**config.mk**
```make
export PLATFORM = sky130hd
export DESIGN_NAME = cmd_xfer_seq
export DESIGN_NICKNAME = d
export VERILOG_FILES = /design/src/rtl/cxs_pkg.sv /design/src/rtl/cxs_datapath.sv /design/src/rtl/cxs_control.sv /design/src/rtl/cmd_xfer_seq.sv
export SDC_FILE = /design/constraint.sdc
export NUM_CORES = 1
export LEC_CHECK = 0
export ABC_CLOCK_PERIOD_IN_PS = 4800
export BUFFER_PORTS_ARGS = -buffer_cell sky130_fd_sc_hd__buf_2
export CAP_MARGIN = 40
export CORE_UTILIZATION = 40
export DETAILED_ROUTE_END_ITERATION = 8
export GPL_ROUTABILITY_DRIVEN = 0
export PLACE_DENSITY = 0.66
export SYNTH_ARGS = -nofsm -noshare
export SYNTH_HDL_FRONTEND = slang
export SYNTH_HIERARCHICAL = 1
export SYNTH_SLANG_ARGS = --single-unit
```
**constraint.sdc**
```tcl
create_clock -name clk -period 4.8 [get_ports clk]
set_clock_uncertainty 0.15 [all_clocks]
set_input_delay 0.24 -clock clk [delete_from_list [all_inputs] [get_ports clk]]
set_output_delay 0.24 -clock clk [all_outputs]
set_load 0.01 [all_outputs]
```
**src/rtl/cxs_pkg.sv**
```systemverilog
package cxs_pkg;
  localparam int CMD_LEN = 10;
  localparam int HDR_MIN = 6;

  localparam logic [7:0] B_VALID  = 8'h80;
  localparam logic [7:0] B_ACTIVE = 8'h20;
  localparam logic [7:0] B_REQ    = 8'h02;
  localparam logic [7:0] B_READY  = 8'h40;
  localparam logic [7:0] B_GO     = 8'h20;
  localparam logic [7:0] B_AVAIL  = 8'h10;
  localparam logic [7:0] B_EXPECT = 8'h08;

  typedef enum logic [4:0] {
    S_IDLE, S_ACC_RD, S_ACC_REQ, S_ACC_POLL, S_STS_RD, S_ABORT, S_RDY_POLL,
    S_WB_LO, S_WB_HI, S_WR_DATA, S_EXP_POLL, S_WR_LAST, S_VAL_POLL, S_GO,
    S_AV_POLL, S_RB_LO, S_RB_HI, S_RD_DATA, S_DONE
  } seqState_t;

  typedef enum logic [2:0] {
    E_NONE, E_LOCALITY, E_READY, E_BURST, E_EXPECT_WAIT, E_VALID_WAIT,
    E_EXPECT_STUCK, E_AVAIL_WAIT
  } errCode_t;

  typedef struct packed {
    logic clrAll;
    logic clrPoll;
    logic incPoll;
    logic ldBurstLo;
    logic ldBurst;
    logic decBurst;
    logic incIdx;
    logic incResp;
  } dpStrobe_t;

  // Save-state request: tag, length, ordinal, big-endian
  function automatic logic [7:0] cmdRom(input logic [3:0] i);
    case (i)
      4'd1:    cmdRom = 8'hC1;
      4'd5:    cmdRom = 8'h0A;
      4'd9:    cmdRom = 8'h98;
      default: cmdRom = 8'h00;
    endcase
  endfunction
endpackage

```
**src/rtl/cxs_datapath.sv**
```systemverilog
module cxs_datapath
  import cxs_pkg::*;
#(
  parameter int POLL_W = 16,
  parameter int RESP_W = 4
) (
  input  logic              clk,
  input  logic              rstN,
  input  dpStrobe_t         stb,
  input  logic [7:0]        busRdata,
  input  logic [POLL_W-1:0] pollLimit,
  output logic              pollExpired,
  output logic              burstZero,
  output logic              burstLast,
  output logic [3:0]        idx,
  output logic [RESP_W-1:0] respCount,
  output logic [7:0]        cmdByte
);
  localparam int BURST_W = 16;

  logic [POLL_W-1:0]  pollCnt;
  logic [7:0]         burstLo;
  logic [BURST_W-1:0] burstRem;

  always_ff @(posedge clk) begin
    if (!rstN) begin
      pollCnt   <= '0;
      burstLo   <= '0;
      burstRem  <= '0;
      idx       <= '0;
      respCount <= '0;
    end else begin
      if (stb.clrAll || stb.clrPoll) pollCnt <= '0;
      else if (stb.incPoll)          pollCnt <= pollCnt + 1'b1;
      if (stb.ldBurstLo) burstLo <= busRdata;
      if (stb.ldBurst)       burstRem <= {busRdata, burstLo};
      else if (stb.decBurst) burstRem <= burstRem - 1'b1;
      if (stb.clrAll)      idx <= '0;
      else if (stb.incIdx) idx <= idx + 1'b1;
      if (stb.clrAll)       respCount <= '0;
      else if (stb.incResp) respCount <= respCount + 1'b1;
    end
  end

  assign pollExpired = (pollCnt == pollLimit);
  assign burstZero   = ({busRdata, burstLo} == '0);
  assign burstLast   = (burstRem == BURST_W'(1));
  assign cmdByte     = cmdRom(idx);
endmodule

```
**src/rtl/cxs_control.sv**
```systemverilog
module cxs_control
  import cxs_pkg::*;
#(
  parameter int                ADDR_W    = 8,
  parameter int                RESP_W    = 4,
  parameter int                RESP_MAX  = 10,
  parameter logic [ADDR_W-1:0] ACC_ADDR  = 8'h00,
  parameter logic [ADDR_W-1:0] STS_ADDR  = 8'h18,
  parameter logic [ADDR_W-1:0] DATA_ADDR = 8'h24
) (
  input  logic              clk,
  input  logic              rstN,
  input  logic              start,
  input  logic              headerOnly,
  input  logic [7:0]        busRdata,
  input  logic              pollExpired,
  input  logic              burstZero,
  input  logic              burstLast,
  input  logic [3:0]        idx,
  input  logic [RESP_W-1:0] respCount,
  input  logic [7:0]        cmdByte,
  output dpStrobe_t         stb,
  output logic              busRd,
  output logic              busWr,
  output logic [ADDR_W-1:0] busAddr,
  output logic [7:0]        busWdata,
  output logic              done,
  output logic              err,
  output logic [2:0]        errCode
);
  localparam logic [ADDR_W-1:0] BLO_ADDR = ADDR_W'(STS_ADDR + 1);
  localparam logic [ADDR_W-1:0] BHI_ADDR = ADDR_W'(STS_ADDR + 2);

  seqState_t st, nxt;
  errCode_t  failCode, codeQ;
  logic      failNow, keepPoll, hdrQ, errQ;
  logic [RESP_W-1:0] newCnt;

  assign newCnt = respCount + 1'b1;

  always_comb begin
    nxt = st; stb = '0; busRd = 1'b0; busWr = 1'b0;
    busAddr = '0; busWdata = '0; failNow = 1'b0; failCode = E_NONE; keepPoll = 1'b0;
    case (st)
      S_IDLE: if (start) begin nxt = S_ACC_RD; stb.clrAll = 1'b1; end
      S_ACC_RD: begin
        busRd = 1'b1; busAddr = ACC_ADDR;
        nxt = ((busRdata & (B_VALID | B_ACTIVE)) == (B_VALID | B_ACTIVE)) ? S_STS_RD : S_ACC_REQ;
      end
      S_ACC_REQ: begin busWr = 1'b1; busAddr = ACC_ADDR; busWdata = B_REQ; nxt = S_ACC_POLL; end
      S_ACC_POLL: begin
        busRd = 1'b1; busAddr = ACC_ADDR;
        if ((busRdata & (B_VALID | B_ACTIVE)) == (B_VALID | B_ACTIVE)) nxt = S_STS_RD;
        else if (pollExpired) begin failNow = 1'b1; failCode = E_LOCALITY; end
        else stb.incPoll = 1'b1;
      end
      S_STS_RD: begin
        busRd = 1'b1; busAddr = STS_ADDR;
        nxt = (busRdata & B_READY) != 0 ? S_WB_LO : S_ABORT;
      end
      S_ABORT: begin busWr = 1'b1; busAddr = STS_ADDR; busWdata = B_READY; nxt = S_RDY_POLL; end
      S_RDY_POLL: begin
        busRd = 1'b1; busAddr = STS_ADDR;
        if ((busRdata & B_READY) != 0) nxt = S_WB_LO;
        else if (pollExpired) begin failNow = 1'b1; failCode = E_READY; end
        else stb.incPoll = 1'b1;
      end
      S_WB_LO, S_RB_LO: begin
        busRd = 1'b1; busAddr = BLO_ADDR; stb.ldBurstLo = 1'b1; keepPoll = 1'b1;
        nxt = (st == S_WB_LO) ? S_WB_HI : S_RB_HI;
      end
      S_WB_HI, S_RB_HI: begin
        busRd = 1'b1; busAddr = BHI_ADDR;
        if (!burstZero) begin
          stb.ldBurst = 1'b1;
          nxt = (st == S_WB_HI) ? S_WR_DATA : S_RD_DATA;
        end else if (pollExpired) begin failNow = 1'b1; failCode = E_BURST; end
        else begin
          stb.incPoll = 1'b1; keepPoll = 1'b1;
          nxt = (st == S_WB_HI) ? S_WB_LO : S_RB_LO;
        end
      end
      S_WR_DATA: begin
        busWr = 1'b1; busAddr = DATA_ADDR; busWdata = cmdByte;
        stb.incIdx = 1'b1; stb.decBurst = 1'b1;
        if (burstLast || idx == 4'(CMD_LEN - 2)) nxt = S_EXP_POLL;
      end
      S_EXP_POLL: begin
        busRd = 1'b1; busAddr = STS_ADDR;
        if ((busRdata & (B_VALID | B_EXPECT)) == (B_VALID | B_EXPECT))
          nxt = (idx == 4'(CMD_LEN - 1)) ? S_WR_LAST : S_WB_LO;
        else if (pollExpired) begin failNow = 1'b1; failCode = E_EXPECT_WAIT; end
        else stb.incPoll = 1'b1;
      end
      S_WR_LAST: begin busWr = 1'b1; busAddr = DATA_ADDR; busWdata = cmdByte; nxt = S_VAL_POLL; end
      S_VAL_POLL: begin
        busRd = 1'b1; busAddr = STS_ADDR;
        if ((busRdata & B_VALID) != 0) begin
          if ((busRdata & B_EXPECT) != 0) begin failNow = 1'b1; failCode = E_EXPECT_STUCK; end
          else nxt = S_GO;
        end else if (pollExpired) begin failNow = 1'b1; failCode = E_VALID_WAIT; end
        else stb.incPoll = 1'b1;
      end
      S_GO: begin busWr = 1'b1; busAddr = STS_ADDR; busWdata = B_GO; nxt = S_AV_POLL; end
      S_AV_POLL: begin
        busRd = 1'b1; busAddr = STS_ADDR;
        if ((busRdata & (B_VALID | B_AVAIL)) == (B_VALID | B_AVAIL)) nxt = S_RB_LO;
        else if (pollExpired) begin failNow = 1'b1; failCode = E_AVAIL_WAIT; end
        else stb.incPoll = 1'b1;
      end
      S_RD_DATA: begin
        busRd = 1'b1; busAddr = DATA_ADDR; stb.incResp = 1'b1; stb.decBurst = 1'b1;
        if (burstLast || newCnt == RESP_W'(RESP_MAX)) begin
          if (newCnt == RESP_W'(RESP_MAX) || (hdrQ && newCnt >= RESP_W'(HDR_MIN))) nxt = S_DONE;
          else nxt = S_AV_POLL;
        end
      end
      S_DONE: nxt = S_IDLE;
      default: nxt = S_IDLE;
    endcase
    if (failNow) nxt = S_DONE;
    if (nxt != st && !keepPoll) stb.clrPoll = 1'b1;
  end

  always_ff @(posedge clk) begin
    if (!rstN) begin
      st <= S_IDLE; errQ <= 1'b0; codeQ <= E_NONE; hdrQ <= 1'b0;
    end else begin
      st <= nxt;
      if (st == S_IDLE && start) hdrQ <= headerOnly;
      if (nxt == S_DONE && st != S_DONE) begin
        errQ <= failNow; codeQ <= failCode;
      end
    end
  end

  assign done    = (st == S_DONE);
  assign err     = errQ;
  assign errCode = codeQ;
endmodule

```
**src/rtl/cmd_xfer_seq.sv**
```systemverilog
module cmd_xfer_seq
  import cxs_pkg::*;
#(
  parameter int                ADDR_W    = 8,
  parameter int                POLL_W    = 16,
  parameter int                RESP_MAX  = 10,
  parameter logic [ADDR_W-1:0] ACC_ADDR  = 8'h00,
  parameter logic [ADDR_W-1:0] STS_ADDR  = 8'h18,
  parameter logic [ADDR_W-1:0] DATA_ADDR = 8'h24,
  localparam int               RESP_W    = $clog2(RESP_MAX + 1)
) (
  input  logic              clk,
  input  logic              rstN,
  input  logic              start,
  input  logic              headerOnly,
  input  logic [POLL_W-1:0] pollLimit,
  output logic              busRd,
  output logic              busWr,
  output logic [ADDR_W-1:0] busAddr,
  output logic [7:0]        busWdata,
  input  logic [7:0]        busRdata,
  output logic              done,
  output logic              err,
  output logic [2:0]        errCode,
  output logic [RESP_W-1:0] respCount
);
  dpStrobe_t  stb;
  logic       pollExpired, burstZero, burstLast;
  logic [3:0] idx;
  logic [7:0] cmdByte;

  cxs_control #(
    .ADDR_W(ADDR_W), .RESP_W(RESP_W), .RESP_MAX(RESP_MAX),
    .ACC_ADDR(ACC_ADDR), .STS_ADDR(STS_ADDR), .DATA_ADDR(DATA_ADDR)
  ) u_ctrl (
    .clk(clk), .rstN(rstN), .start(start), .headerOnly(headerOnly),
    .busRdata(busRdata), .pollExpired(pollExpired), .burstZero(burstZero),
    .burstLast(burstLast), .idx(idx), .respCount(respCount), .cmdByte(cmdByte),
    .stb(stb), .busRd(busRd), .busWr(busWr), .busAddr(busAddr),
    .busWdata(busWdata), .done(done), .err(err), .errCode(errCode)
  );

  cxs_datapath #(.POLL_W(POLL_W), .RESP_W(RESP_W)) u_dp (
    .clk(clk), .rstN(rstN), .stb(stb), .busRdata(busRdata),
    .pollLimit(pollLimit), .pollExpired(pollExpired), .burstZero(burstZero),
    .burstLast(burstLast), .idx(idx), .respCount(respCount), .cmdByte(cmdByte)
  );
endmodule

```
==> metrics.txt <==
status=finished, final reports clean; unrepaired setup endpoints after global routing=false; cts bufs inserted=9; Worst Tran Pin Value=0.900 ns; Yosys cell types=73; slowest stage delay, CP=0.75 ns; GRT Util Overall=20.5%; Fill cells=937; area leader, netlist=dfxtp_1; post-place setup slack=1.43 ns; top cells by area, synth=dfxtp_1, xnor2_1, nor2_1; sequential element share of the synthesized area=29.4%; largest net degree at the start of global routing=25; vias=3709; Clock Sinks=58; Slowest cell on crit path=or4_1; YS warnings=6; Crit. End Element=register; slew margin rel.=39.8%; largest family of logic cells by synthesized area=simple AND/OR/NAND/NOR gates; final hold viol count=0; H-tree depth=3; antenna violations before repair=0; Port Buf Inserts=51; DRC=0; post-synthesis async set-or-reset flop share=0%; Initial Utilization=41.9%; WL/cell=15.3 µm; CTS root buffer=clkbuf_8; Setup Viol. Count Final=0; WP data required=4.92 ns; Critical Path AT=3.55 ns; setup ws final=1.38 ns; Synth Area in Simple Gates=31.3%; Post-DP Area=0.00421 mm²; die width=101 µm; Final Cell Area=0.00445 mm²; DIE HEIGHT=101 µm; sum of buffers and inverters on the critical path=1; grt total ovfl=0; adder-cell area share of the yosys netlist=2.54%; Core Rows=35; Detail Route Antenna Nets=0; Core Region=0.00942 mm²; # diodes=0; WL final=10100 µm; xor and xnor fraction of the mapped netlist area=11.8%; Cell Chain, Critical Path=or4_1 -> nor4_1 -> buf_4 -> a21oi_1 -> o221ai_1 -> a211oi_2 -> a21boi_0 -> o22a_1 -> a31oi_1 -> or2_2 -> nor2_1; Final #Nets=564; Yosys top cell area share=29.4%; top_reg_cell synth=dfxtp_1; CTS Buffer Depth=2; Syn Inst Count=492; Post-Syn Area=0.00395 mm²; clock slew at reported path FFs=0.07 ns; vias per cell=5.60; CP startpoint kind=register; first drt pass iteration count=7; VDD IR max=0.128 mV; post-layout minimum cycle time=3.42 ns; Slew Viols, Final=0; area of the multi-input gates=0.00254 mm²; vias in the first global route=3344; CTS tree=done; post-synthesis mux area share=3.08%; I/O pin count=55; clock latency on the worst-skew pair=0.35 ns; syn avg cell area=8.02 µm²; Setup TNS=0 ns; Worst path top cell family by delay=simple AND/OR/NAND/NOR gates; Syn-to-layout area delta=12.7%; Compound-Gate Fraction of Synth Area=15.2%; P_leak=1.67 nW; critical path class=reg -> reg; share of layout cells above drive strength 1=16.7%; Post-synth EDFFs=0; number of synthesized register bits=58; hpwl dp=7420 µm; First DRT Iteration DRCs=281; Hold WC Path Type=in -> reg; max-cap violations=0; first-pass GRT wire length=16500 µm; Max Fclk=0.292 GHz; Max FO, Critical Path=16; Die ar.=0.0103 mm²; Tcrit/Tclk final=71.3%; pwr dens=263 mW/mm²; Reg area=0.00116 mm²; cts repair resizes=0
-- sequential cells by signal, summed over array words and instances, names as in the netlist --
| register | cells |
|---|---|
| u_dp/respCount | 4 |
| u_dp/burstLo | 8 |
| u_dp/pollCnt | 16 |
| u_dp/idx | 4 |
| u_ctrl/hdrQ | 1 |
| u_ctrl/st | 5 |
| u_ctrl/errCode | 3 |
| u_dp/burstRem | 16 |
| u_ctrl/err | 1 |
-- final cells by class --
| class | instances | share of cell area [%] |
|---|---|---|
| Sequential cell | 58 | 26.1 |
| Clock buffer | 12 | 3.49 |
| Clock inverter | 4 | 1.66 |
| Tap cell | 129 | 3.63 |
| Multi-Input combinational cell | 386 | 57.0 |
| Timing Repair Buffer | 56 | 6.64 |
| Inverter | 17 | 1.44 |
-- cells in the mapped netlist, drive strengths merged, types with 2 or more instances --
| library cell | count |
|---|---|
| buf | 21 |
| and4 | 4 |
| nor2 | 57 |
| dfxtp | 58 |
| or2 | 3 |
| nor3 | 13 |
| nand3b | 2 |
| clkbuf | 12 |
| inv | 16 |
| o21ai | 21 |
| and2 | 9 |
| nand2 | 27 |
| xor2 | 19 |
| nor3b | 7 |
| or3 | 5 |
| a31oi | 6 |
| or4 | 5 |
| a21boi | 3 |
| nand4b | 2 |
| o211ai | 2 |
| conb | 2 |
| o22ai | 3 |
| nor4 | 17 |
| o32ai | 2 |
| ha | 8 |
| nor2b | 6 |
| o2111ai | 4 |
| xnor2 | 34 |
| and3 | 6 |
| a211oi | 6 |
| mux2i | 11 |
| nand2b | 14 |
| a21oi | 34 |
| nand4 | 15 |
| nand3 | 12 |
| nor4b | 2 |
| and3b | 2 |
| o31ai | 2 |
| or3b | 2 |
-- per-stage QoR --
step	hold slack, ns	util, %	total power, mW	instances
after floorplan	0.212	-	0.620	494
after global placement	0.311	44.7	0.656	645
after detailed placement	0.317	44.7	0.657	645
after CTS	0.00875	47.2	1.18	662
after global routing	0.0299	47.2	1.21	662
final	0.0152	47.2	1.17	662
-- metal layers --
layer,up-vias,share of wire [%],track usage (%)
met5,-,0,0
met4,0,2.7,10.1
met3,26,6.4,3.59
met2,160,44,31.9
met1,1699,47,27.5
li1,1824,-,-
-- layout by cell type (no fill, tap or decap), types with 3 or more instances in the layout --
cell       instances
nor4_2             3
nor2b_1            6
or4_1              5
and2_1             9
nor3_1            12
nand2_1           27
ha_1               8
buf_2             51
conb_1             4
or3_1              5
nor2_1            57
xnor2_1           34
xor2_1            19
and3_1             5
nor4_1            13
dfxtp_1           58
o2111ai_1          4
or2_2              3
clkbuf_8          11
nor3b_1            6
o22ai_1            3
a31oi_1            6
a21oi_1           34
a211oi_1           5
nand2b_1          14
nand4_1           14
nand3_1           12
inv_1             15
and4_1             3
buf_4              4
o21ai_0           19
mux2i_1           11
-- cells by family (layout without fill, tap and decap cells) --
family,count (synthesis),in the layout
simple gates,213,213
compound gates,96,96
flops,58,58
xor+xnor,53,53
buf+inv,50,89
mux,12,12
fa+ha+maj,8,8
other cells,2,4
-- power by group --
part / internal (mW) / switching (mW)
Clock: 0.321 / 0.201
Combinational: 0.0615 / 0.0802
Sequential: 0.486 / 0.0211
-- worst paths after layout --
kind	from	to	slack, ns	cells after the start
worst min register to register	u_ctrl/errCode[2]	u_ctrl/errCode[2]	0.33	2
worst min-delay path	busRdata[2]	u_dp/burstLo[2]	0.02	3
worst max-delay path	u_dp/burstRem[2]	u_dp/pollCnt[10]	1.38	11
worst max register to register	u_dp/burstRem[2]	u_dp/pollCnt[10]	1.38	11
-- repair_timing --
item                                   in CTS  in global routing
endpoints found under the hold margin       1                  0
hold buffers                                1                  0
setup buffers                               0                  0
-- worst reg2reg max path, cell delays in order (launching register included) --
cell and delay [ns]:
dfxtp_1 0.37, or4_1 0.75, nor4_1 0.47, buf_4 0.22
a21oi_1 0.06, o221ai_1 0.22, a211oi_2 0.09, a21boi_0 0.21
o22a_1 0.16, a31oi_1 0.06, or2_2 0.44, nor2_1 0.15
Note: power is estimated with default switching activity, not from simulation.
